--- src/rtl/tlbc_pkg.sv ---
package tlbc_pkg;

    typedef enum logic [1:0] {
        CSR_STATUS = 2'd0,
        CSR_IP     = 2'd1,
        CSR_IE     = 2'd2,
        CSR_NONE   = 2'd3
    } csr_sel_e;

    typedef enum logic {
        ARM_IDLE = 1'b0,
        ARM_WAIT = 1'b1
    } arm_state_e;

    localparam int unsigned CAUSE_TLBI = 12;

endpackage

--- src/rtl/tlbc_outstanding.sv ---
module tlbc_outstanding #(
    parameter int unsigned MAX_OUT = 15
) (
    input  logic clk,
    input  logic rst_n,
    input  logic issue_i,
    input  logic done_i,
    output logic busy_o,
    output logic drain_o
);
    localparam int unsigned CNT_W = $clog2(MAX_OUT + 1);
    localparam logic [CNT_W-1:0] CNT_MAX = CNT_W'(MAX_OUT);

    logic [CNT_W-1:0] cnt_q;
    logic [CNT_W-1:0] cnt_nx;

    always_comb begin
        cnt_nx = cnt_q;
        if (issue_i && !done_i && (cnt_q != CNT_MAX)) begin
            cnt_nx = cnt_q + 1'b1;
        end else if (done_i && !issue_i && (cnt_q != '0)) begin
            cnt_nx = cnt_q - 1'b1;
        end
    end

    always_ff @(posedge clk) begin
        if (!rst_n) begin
            cnt_q <= '0;
        end else begin
            cnt_q <= cnt_nx;
        end
    end

    assign busy_o  = (cnt_q != '0);
    assign drain_o = (cnt_q != '0) && (cnt_nx == '0);

    // saturation at the limit
    p_no_overflow_r10: assert property (@(posedge clk) disable iff (!rst_n)
        (cnt_q == CNT_MAX) && issue_i && !done_i |=> (cnt_q == CNT_MAX));

    // simultaneous issue and completion hold the count
    p_same_cycle_hold_r3: assert property (@(posedge clk) disable iff (!rst_n)
        issue_i && done_i |=> (cnt_q == $past(cnt_q)));

    // completion with nothing open keeps the count at zero
    p_no_underflow_r3: assert property (@(posedge clk) disable iff (!rst_n)
        (cnt_q == '0) && done_i && !issue_i |=> (cnt_q == '0));

endmodule

--- src/rtl/tlbc_arm_fsm.sv ---
module tlbc_arm_fsm
    import tlbc_pkg::*;
(
    input  logic clk,
    input  logic rst_n,
    input  logic trig_i,
    input  logic busy_i,
    input  logic drain_i,
    output logic fire_o
);
    arm_state_e state_q;
    arm_state_e state_nx;

    always_ff @(posedge clk) begin
        if (!rst_n) begin
            state_q <= ARM_IDLE;
        end else begin
            state_q <= state_nx;
        end
    end

    always_comb begin
        state_nx = state_q;
        unique case (state_q)
            ARM_IDLE: begin
                if (trig_i && busy_i && !drain_i) begin
                    state_nx = ARM_WAIT;
                end
            end
            ARM_WAIT: begin
                if (drain_i) begin
                    state_nx = ARM_IDLE;
                end
            end
            default: state_nx = ARM_IDLE;
        endcase
    end

    always_comb begin
        fire_o = 1'b0;
        unique case (state_q)
            ARM_IDLE: fire_o = trig_i && busy_i && drain_i;
            ARM_WAIT: fire_o = drain_i;
            default:  fire_o = 1'b0;
        endcase
    end

    // a trigger with nothing outstanding is dropped
    p_drop_idle_r6: assert property (@(posedge clk) disable iff (!rst_n)
        (state_q == ARM_IDLE) && !busy_i |=> (state_q == ARM_IDLE));

    // after firing, the machine is back in idle
    p_oneshot_r7: assert property (@(posedge clk) disable iff (!rst_n)
        fire_o |=> (state_q == ARM_IDLE));

endmodule

--- src/rtl/tlbc_csr_file.sv ---
module tlbc_csr_file
    import tlbc_pkg::*;
#(
    parameter int unsigned XLEN = 64
) (
    input  logic            clk,
    input  logic            rst_n,
    input  logic            we_i,
    input  logic [1:0]      addr_i,
    input  logic [XLEN-1:0] wdata_i,
    input  logic            busy_i,
    input  logic            fire_i,
    output logic [XLEN-1:0] rdata_o,
    output logic            trig_o,
    output logic            pend_o,
    output logic            en_o,
    output logic            irq_o
);
    localparam int unsigned BUSY_BIT = XLEN - 2;
    localparam int unsigned TRIG_BIT = XLEN - 3;
    localparam int unsigned IRQ_BIT  = CAUSE_TLBI;

    csr_sel_e sel;
    logic     pend_q;
    logic     en_q;
    logic     clr_pend;
    logic     wr_en;

    assign sel      = csr_sel_e'(addr_i);
    assign trig_o   = we_i && (sel == CSR_STATUS) && wdata_i[TRIG_BIT];
    assign clr_pend = we_i && (sel == CSR_IP) && !wdata_i[IRQ_BIT];
    assign wr_en    = we_i && (sel == CSR_IE);

    always_ff @(posedge clk) begin
        if (!rst_n) begin
            pend_q <= 1'b0;
            en_q   <= 1'b0;
        end else begin
            if (fire_i) begin
                pend_q <= 1'b1;
            end else if (clr_pend) begin
                pend_q <= 1'b0;
            end
            if (wr_en) begin
                en_q <= wdata_i[IRQ_BIT];
            end
        end
    end

    always_comb begin
        rdata_o = '0;
        unique case (sel)
            CSR_STATUS: rdata_o[BUSY_BIT] = busy_i;
            CSR_IP:     rdata_o[IRQ_BIT]  = pend_q;
            CSR_IE:     rdata_o[IRQ_BIT]  = en_q;
            CSR_NONE:   rdata_o = '0;
            default:    rdata_o = '0;
        endcase
    end

    assign pend_o = pend_q;
    assign en_o   = en_q;
    assign irq_o  = pend_q && en_q;

    // a fire sets the pending bit at that edge
    p_fire_sets_r5: assert property (@(posedge clk) disable iff (!rst_n)
        fire_i |=> pend_o);

    // writing 1 to the pending bit cannot raise it
    p_ip_w1_noop_r8: assert property (@(posedge clk) disable iff (!rst_n)
        !pend_q && !fire_i |=> !pend_o);

    // the request line is masked while the enable bit is clear
    p_irq_mask_r9: assert property (@(posedge clk) disable iff (!rst_n)
        !en_o |-> !irq_o);

endmodule

--- src/rtl/tlbc_tracker.sv ---
module tlbc_tracker
    import tlbc_pkg::*;
#(
    parameter int unsigned XLEN    = 64,
    parameter int unsigned MAX_OUT = 15
) (
    input  logic            clk,
    input  logic            rst_n,
    input  logic            inv_issue,
    input  logic            inv_done,
    input  logic            csr_we,
    input  logic [1:0]      csr_addr,
    input  logic [XLEN-1:0] csr_wdata,
    output logic [XLEN-1:0] csr_rdata,
    output logic            busy_o,
    output logic            pend_o,
    output logic            irq_o
);
    logic busy;
    logic drain;
    logic trig;
    logic fire;
    logic en;

    tlbc_outstanding #(.MAX_OUT(MAX_OUT)) u_cnt (
        .clk     (clk),
        .rst_n   (rst_n),
        .issue_i (inv_issue),
        .done_i  (inv_done),
        .busy_o  (busy),
        .drain_o (drain)
    );

    tlbc_arm_fsm u_fsm (
        .clk     (clk),
        .rst_n   (rst_n),
        .trig_i  (trig),
        .busy_i  (busy),
        .drain_i (drain),
        .fire_o  (fire)
    );

    tlbc_csr_file #(.XLEN(XLEN)) u_csr (
        .clk     (clk),
        .rst_n   (rst_n),
        .we_i    (csr_we),
        .addr_i  (csr_addr),
        .wdata_i (csr_wdata),
        .busy_i  (busy),
        .fire_i  (fire),
        .rdata_o (csr_rdata),
        .trig_o  (trig),
        .pend_o  (pend_o),
        .en_o    (en),
        .irq_o   (irq_o)
    );

    assign busy_o = busy;

    // the busy flag only falls on a completion pulse
    p_busy_fall_r2: assert property (@(posedge clk) disable iff (!rst_n)
        busy_o && !inv_done |=> busy_o);

    // the trigger bit never reads back as 1
    p_trig_reads0_r4: assert property (@(posedge clk) disable iff (!rst_n)
        (csr_addr == 2'd0) |-> !csr_rdata[XLEN-3]);

endmodule

--- config.mk ---
export PLATFORM = sky130hd
export DESIGN_NAME = tlbc_tracker
export DESIGN_NICKNAME = d
export VERILOG_FILES = /design/src/rtl/tlbc_pkg.sv /design/src/rtl/tlbc_outstanding.sv /design/src/rtl/tlbc_arm_fsm.sv /design/src/rtl/tlbc_csr_file.sv /design/src/rtl/tlbc_tracker.sv
export SDC_FILE = /design/constraint.sdc
export NUM_CORES = 1
export LEC_CHECK = 0
export BUFFER_PORTS_ARGS = -buffer_cell sky130_fd_sc_hd__buf_2
export CORE_AREA = 2 2 59 61
export DETAILED_ROUTE_END_ITERATION = 10
export DIE_AREA = 0 0 61 63
export PLACE_DENSITY = 0.84
export SYNTH_ARGS = -nofsm -noshare
export SYNTH_HDL_FRONTEND = slang
export SYNTH_SLANG_ARGS = --single-unit
--- constraint.sdc ---
create_clock -name clk -period 2.85 [get_ports clk]
set_clock_uncertainty 0.05 [all_clocks]
set_input_delay 0.1425 -clock clk [delete_from_list [all_inputs] [get_ports clk]]
set_output_delay 0.1425 -clock clk [all_outputs]
set_load 0.05 [all_outputs]
==> out/results.tsv, run 1 <==
metric	value	unit
drc	0	
die_height	63	um
crit_path_end_kind	flip-flop	
startpoint	u_cnt.cnt_q[0]	
cp_slowest_cell	or3b_4	
max_freq	508	MHz
drt-pass1-iter-count	4	
wl_per_cell	7.67	um
fin_hold_ws	0.112	ns
crit_end	u_csr.pend_o	
htreeDepth	1	
routabilityCongestion	0.744	
hold_buffers	0	
area_growth	-8.37	%
ys_types	39	
setup_viol	0	
r2r_end	u_csr.pend_o	
synthTopCellsByArea	buf_4, dfxtp_1, ha_1	
cts_tree	done	
power.density	512	mW/mm2
synth_top_cell_by_area	buf_4	
grt_setup_unrepaired	no	
irDropWorstVdd	270	uV
r2r-start	u_cnt.cnt_q[0]	
vias_per_cell	3.71	
ys.flop_type	dfxtp_1	
path_class	flip-flop to flip-flop	
cts-buffers-inserted	3	
hpwl	1260	um
first_global_vias	556	
wl	1470	um
drive_gt1_share	16.6	%
cts_num_sinks	7	
vias	708	
max-cap-violations	0	
cts_root_buffer	clkbuf_4	
ys_seq_area_share	13.4	%
synth_top_area_share	44.5	%
die_w	61	um
grt_max_degree	9	
min_path_type	primary input to flip-flop	
syn_area	0.00105	mm2
multi_input_area	654	um2
nNetsFinal	223	
reg2reg_depth	7	
ys_ff_latch	7	
cts_setup_buffers	0	
first_iter_violations	7	
avgSynthCellArea	8.11	um2
port_buffers	13	
p_leak	0.514	nW
core_area	0.00323	mm2
startpoint_type	flip-flop	
diodes	0	
antenna_found_initial	0	
arrival	2.06	ns
gr-total-overflow	0	
yosysWarnings	0	
io_pins	138	
syn-instance-count	129	
crit_chain	inv_1 > ha_1 > or3b_4 > and2_4 > and3_4 > o21a_1 > a32o_1	
track_usage	7.62	%
setup-tns-final	0	ns
slowest_delay	0.42	ns
slew_violations	0	
dieArea	0.00384	mm2
finalCritPeriodShare	69.0	%
seqCellArea	140	um2
nFillCells	360	
clk_path_buf_depth	2	
cts.repair.resized	0	
clkLatencyLatePin	0.25	ns
yosysMostFrequentCell	buf_4	
reg2reg_slack	0.88	ns
synthArstFlopShare	0	%
hold_violations	0	
critPathMaxFanout	7	
netlist_top_cells_count	buf_4, dfxtp_1, ha_1	
ant_nets	0	
std_cell_rows	21	
grt_first_pass_wirelength	2260	um
start_util	32.4	%
synth-edff-count	0	
outcome	complete, no violations	
fin_crit	1.97	ns
path_clk_slew	0.05	ns
cp_data_required_time	2.95	ns
[area by class of cell]
| type | count | share of cell area, % |
|---|---|---|
| Tap cell | 46 | 6.01 |
| Timing Repair Buffer | 13 | 6.79 |
| Sequential cell | 7 | 14.6 |
| Inverter | 4 | 1.57 |
| Clock buffer | 4 | 2.74 |
| Multi-Input combinational cell | 117 | 68.3 |
[placed cells by master (no fill, tap or decap), types with 2 or more instances in the layout]
master	instances
o21a_1	2
or2b_1	2
ha_1	6
nor2b_1	3
o21ai_0	2
a21boi_0	2
a22oi_1	2
buf_2	13
clkbuf_4	3
and3_1	2
conb_1	62
dfxtp_1	7
a21oi_1	2
inv_1	4
nand2_1	4
nand3_1	2
and2_1	2
and3b_1	2
[layer usage]
| layer | track usage [%] | vias to the layer above | part of all wire, % |
|---|---|---|---|
| met1 | 7.67 | 325 | 36 |
| li1 | - | 339 | - |
| met4 | 1.36 | 0 | 0 |
| met5 | 0 | - | 0 |
| met3 | 4.76 | 0 | 11 |
| met2 | 13.2 | 44 | 52 |
[per-stage QoR]
stage          setup WS [ns]  total power, mW  util [%]  cell area (um2)  cells
3_3_place_gp           0.937            0.396      28.8              932    187
2_1_floorplan          0.805            0.439         -             1270    190
6_report               0.883            0.491      29.7              958    191
5_1_grt                0.749            0.517      29.7              958    191
3_5_place_dp           0.886            0.400      28.8              932    187
4_1_cts                0.881            0.492      29.7              958    191
[logic make-up after synthesis]
family	count (synthesis)	synth area share [%]
compound gates	17	12.1
fa+ha+maj	6	7.18
buf+inv	66	45.9
flops	7	13.4
mux	1	1.08
other cells	1	0.359
simple gates	31	20.0
[where the power goes]
part	total [mW]	leakage, nW	internal, mW	switching (mW)
Combinational	0.286	0.442	0.0464	0.240
Clock	0.0915	0.0150	0.0535	0.0380
Sequential	0.113	0.0569	0.104	0.00888
Total	0.491	0.514	0.204	0.287
[worst max-delay path, delay by kind of cell, from the launching register on]
family          cells  cell delay [ns]
compound gates      2             0.37
fa+ha+maj           1             0.20
buf+inv             1             0.12
simple gates        3             0.75
flops               1             0.36
[flip-flops by register name (all words and copies together) (netlist names)]
| name | count |
|---|---|
| u_fsm.state_q | 1 |
| u_cnt.cnt_q | 4 |
| u_csr.en_o | 1 |
| u_csr.pend_o | 1 |
[worst min path at each step]
stage,start,end,cells after the start
floorplan,rst_n,u_cnt.cnt_q[0],1
global placement,csr_wdata[12],u_csr.en_o,3
detailed placement,csr_wdata[12],u_csr.en_o,3
CTS,csr_wdata[12],u_csr.en_o,3
global route,csr_wdata[12],u_csr.en_o,3
finish,csr_wdata[12],u_csr.en_o,3
No activity file was read; power rests on OpenSTA's default activity.
==> run 2, diff against run 1 <==
--- a/config.mk
+++ b/config.mk
@@ -5,11 +5,12 @@
 export SDC_FILE = /design/constraint.sdc
 export NUM_CORES = 1
 export LEC_CHECK = 0
+export ABC_AREA = 1
 export BUFFER_PORTS_ARGS = -buffer_cell sky130_fd_sc_hd__buf_2
-export CORE_AREA = 2 2 59 61
+export CORE_AREA = 2 2 61 63
 export DETAILED_ROUTE_END_ITERATION = 10
-export DIE_AREA = 0 0 61 63
-export PLACE_DENSITY = 0.84
+export DIE_AREA = 0 0 63 65
+export PLACE_DENSITY = 0.79
 export SYNTH_ARGS = -nofsm -noshare
 export SYNTH_HDL_FRONTEND = slang
 export SYNTH_SLANG_ARGS = --single-unit
==> constraint.sdc (replaced) <==
create_clock -name clk -period 1.9 [get_ports clk]
set_clock_uncertainty 0.05 [all_clocks]
set_input_delay 0.095 -clock clk [delete_from_list [all_inputs] [get_ports clk]]
set_output_delay 0.095 -clock clk [all_outputs]
set_load 0.05 [all_outputs]
==> run 2 against run 1 <==
  * Sequential power rose by 49%
  * Clock-buffer cell count unchanged
  * Flip-flop and latch count did not move
  * Critical endpoint is now csr_rdata[62]
  * Largest cell class unchanged
  * Critical path depth shrank 2
  * Largest power group unchanged
  * Global-route usage down 0.33 points
==> out/results.tsv, run 2 <==
metric	value	unit	change
core_area	0.00350	mm2	was 0.00323 mm2
synth-edff-count	0		unchanged
synthArstFlopShare	0	%	unchanged
worstHoldPathCells	3		unchanged
finalNonFillerCells	210		was 191
path_class	flip-flop to primary output		was flip-flop to flip-flop
htreeDepth	1		unchanged
placed_area	935	um2	was 932 um2
yosysMostFrequentCell	buf_4		unchanged
cp_slowest_cell	dfxtp_1		was or3b_4
hold_buffers	0		unchanged
gr-total-overflow	0		unchanged
nNetsFinal	240		was 223
ys_types	22		was 39
std_cell_rows	22		was 21
crit_chain	inv_1 > ha_1 > nand3_4 > and2_4 > buf_2		was inv_1 > ha_1 > or3b_4 > and2_4 > and3_4 > o21a_1 > a32o_1
first_global_vias	571		was 556
routabilityCongestion	0.806		was 0.744
grt_max_degree	8		was 9
ys_ff_latch	7		unchanged
vias	711		was 708
seqCellArea	140	um2	unchanged
vias_per_cell	3.39		was 3.71
cts_num_sinks	7		unchanged
critPathMaxFanout	7		unchanged
min_path_type	primary input to flip-flop		unchanged
ys_seq_area_share	13.4	%	unchanged
fin_crit	1.71	ns	
drt-pass1-iter-count	2		was 4
final_cell_mix	conb_1, nand2_1, buf_2, inv_1, nand3_1		was conb_1, buf_2, dfxtp_1, ha_1
slowest_delay	0.40	ns	was 0.42 ns
p_leak	0.578	nW	was 0.514 nW
grt_first_pass_wirelength	2350	um	was 2260 um
setup-tns-final	0	ns	unchanged
start_util	29.9	%	was 32.4%
syn_area	0.00105	mm2	unchanged
cp_data_required_time	1.75	ns	was 2.95 ns
startpoint_type	flip-flop		unchanged
grt_setup_unrepaired	no		unchanged
drc	0		unchanged
outcome	complete, no violations		unchanged
synth_top_area_share	44.5	%	unchanged
synth_top_cell_by_area	buf_4		unchanged
final_common_cell	conb_1		unchanged
setup_viol	0		unchanged
antenna_found_initial	0		unchanged
max-cap-violations	0		unchanged
avgSynthCellArea	7.16	um2	was 8.11 um2
diodes	0		unchanged
design_area	961	um2	was 958 um2
irDropWorstVdd	311	uV	was 270 uV
synthTopCellsByArea	buf_4, dfxtp_1, nand2_1		was buf_4, dfxtp_1, ha_1
die_w	63	um	was 61 um
die_height	65	um	was 63 um
wl_per_cell	6.85	um	was 7.67 um
cts_root_buffer	clkbuf_4		unchanged
top_register	u_cnt.cnt_q		unchanged
ant_nets	0		unchanged
max_freq	584	MHz	
io_pins	138		unchanged
area_growth	-8.13	%	was -8.37%
port_buffers	13		unchanged
arrival	1.57	ns	was 2.06 ns
first_iter_violations	4		was 7
clk_path_buf_depth	2		unchanged
largest_reg_flops	4		unchanged
hold_violations	0		unchanged
power.density	780	mW/mm2	was 512 mW/mm2
fin_hold_ws	0.0485	ns	was 0.112 ns
cts_setup_buffers	0		unchanged
path_clk_slew	0.05	ns	about the same
syn-instance-count	146		was 129
wl	1440	um	was 1470 um
crit_path_end_kind	primary output		was flip-flop
nFillCells	408		was 360
cts_tree	done		unchanged
finalCritPeriodShare	90.2	%	
ys.flop_type	dfxtp_1		unchanged
multi_input_area	621	um2	was 654 um2
yosysWarnings	0		unchanged
clkLatencyLatePin	0.25	ns	about the same
hpwl	1200	um	was 1260 um
cts.repair.resized	0		unchanged
pre_cts_ws	0.286	ns	was 0.886 ns
track_usage	7.29	%	was 7.62%
cts-buffers-inserted	3		unchanged
netlist_top_cells_count	buf_4, nand2_1, inv_1		was buf_4, dfxtp_1, ha_1
layout_setup_ws	0.187	ns	was 0.883 ns
drive_gt1_share	16.0	%	was 16.6%
dieArea	0.00410	mm2	was 0.00384 mm2
slew_violations	0		unchanged
place_inst	206		was 187
reg2reg_depth	12		was 7
## run 2: area by class of cell
class                   count  share of cell area [%]
multi-input cells         125                    64.6
flip-flops and latches      7                    14.6
repair buffers             13                    6.77
well taps                  48                    6.25
inverters                  13                    5.08
clock buffers               4                    2.73
## run 2: worst max-delay path, delay by kind of cell (launching register included)
kind | cells | cell delay (ns)
fa+ha+maj | 1 | 0.24
buf+inv | 2 | 0.35
flops | 1 | 0.40
simple gates | 2 | 0.31
## run 2: power by group
group	switching [mW]	internal [mW]	total, mW
logic	0.385	0.0602	0.445
registers	0.0108	0.157	0.168
clock network	0.0565	0.0802	0.137
## run 2: per-layer routing
| layer | global-route usage, % | routed length [um] |
|---|---|---|
| met1 | 7.96 | 573 |
| met2 | 12.1 | 662 |
| met3 | 2.43 | 176 |
| met4 | 4.72 | 25 |
| met5 | 0 | 0 |
## run 2: cell families after synthesis
family	after synthesis	synth area share [%]
compound gates	8	5.02
fa+ha+maj	6	7.18
buf+inv	75	49.2
flops	7	13.4
other cells	1	0.359
simple gates	49	24.9
## run 2: final timing paths
path | start | to | slack (ns)
max | u_cnt.cnt_q[0] | csr_rdata[62] | 0.19
min | rst_n | u_csr.pend_o | 0.05
max reg2reg | u_cnt.cnt_q[0] | u_fsm.state_q | 0.26
min reg2reg | u_csr.en_o | u_csr.en_o | 0.43
## run 2: per-stage QoR
step / util [%] / power, mW
final: 27.5 / 0.750
after global routing: 27.5 / 0.801
after CTS: 27.5 / 0.754
after detailed placement: 26.7 / 0.613
after global placement: 26.7 / 0.608
after floorplan: - / 0.672
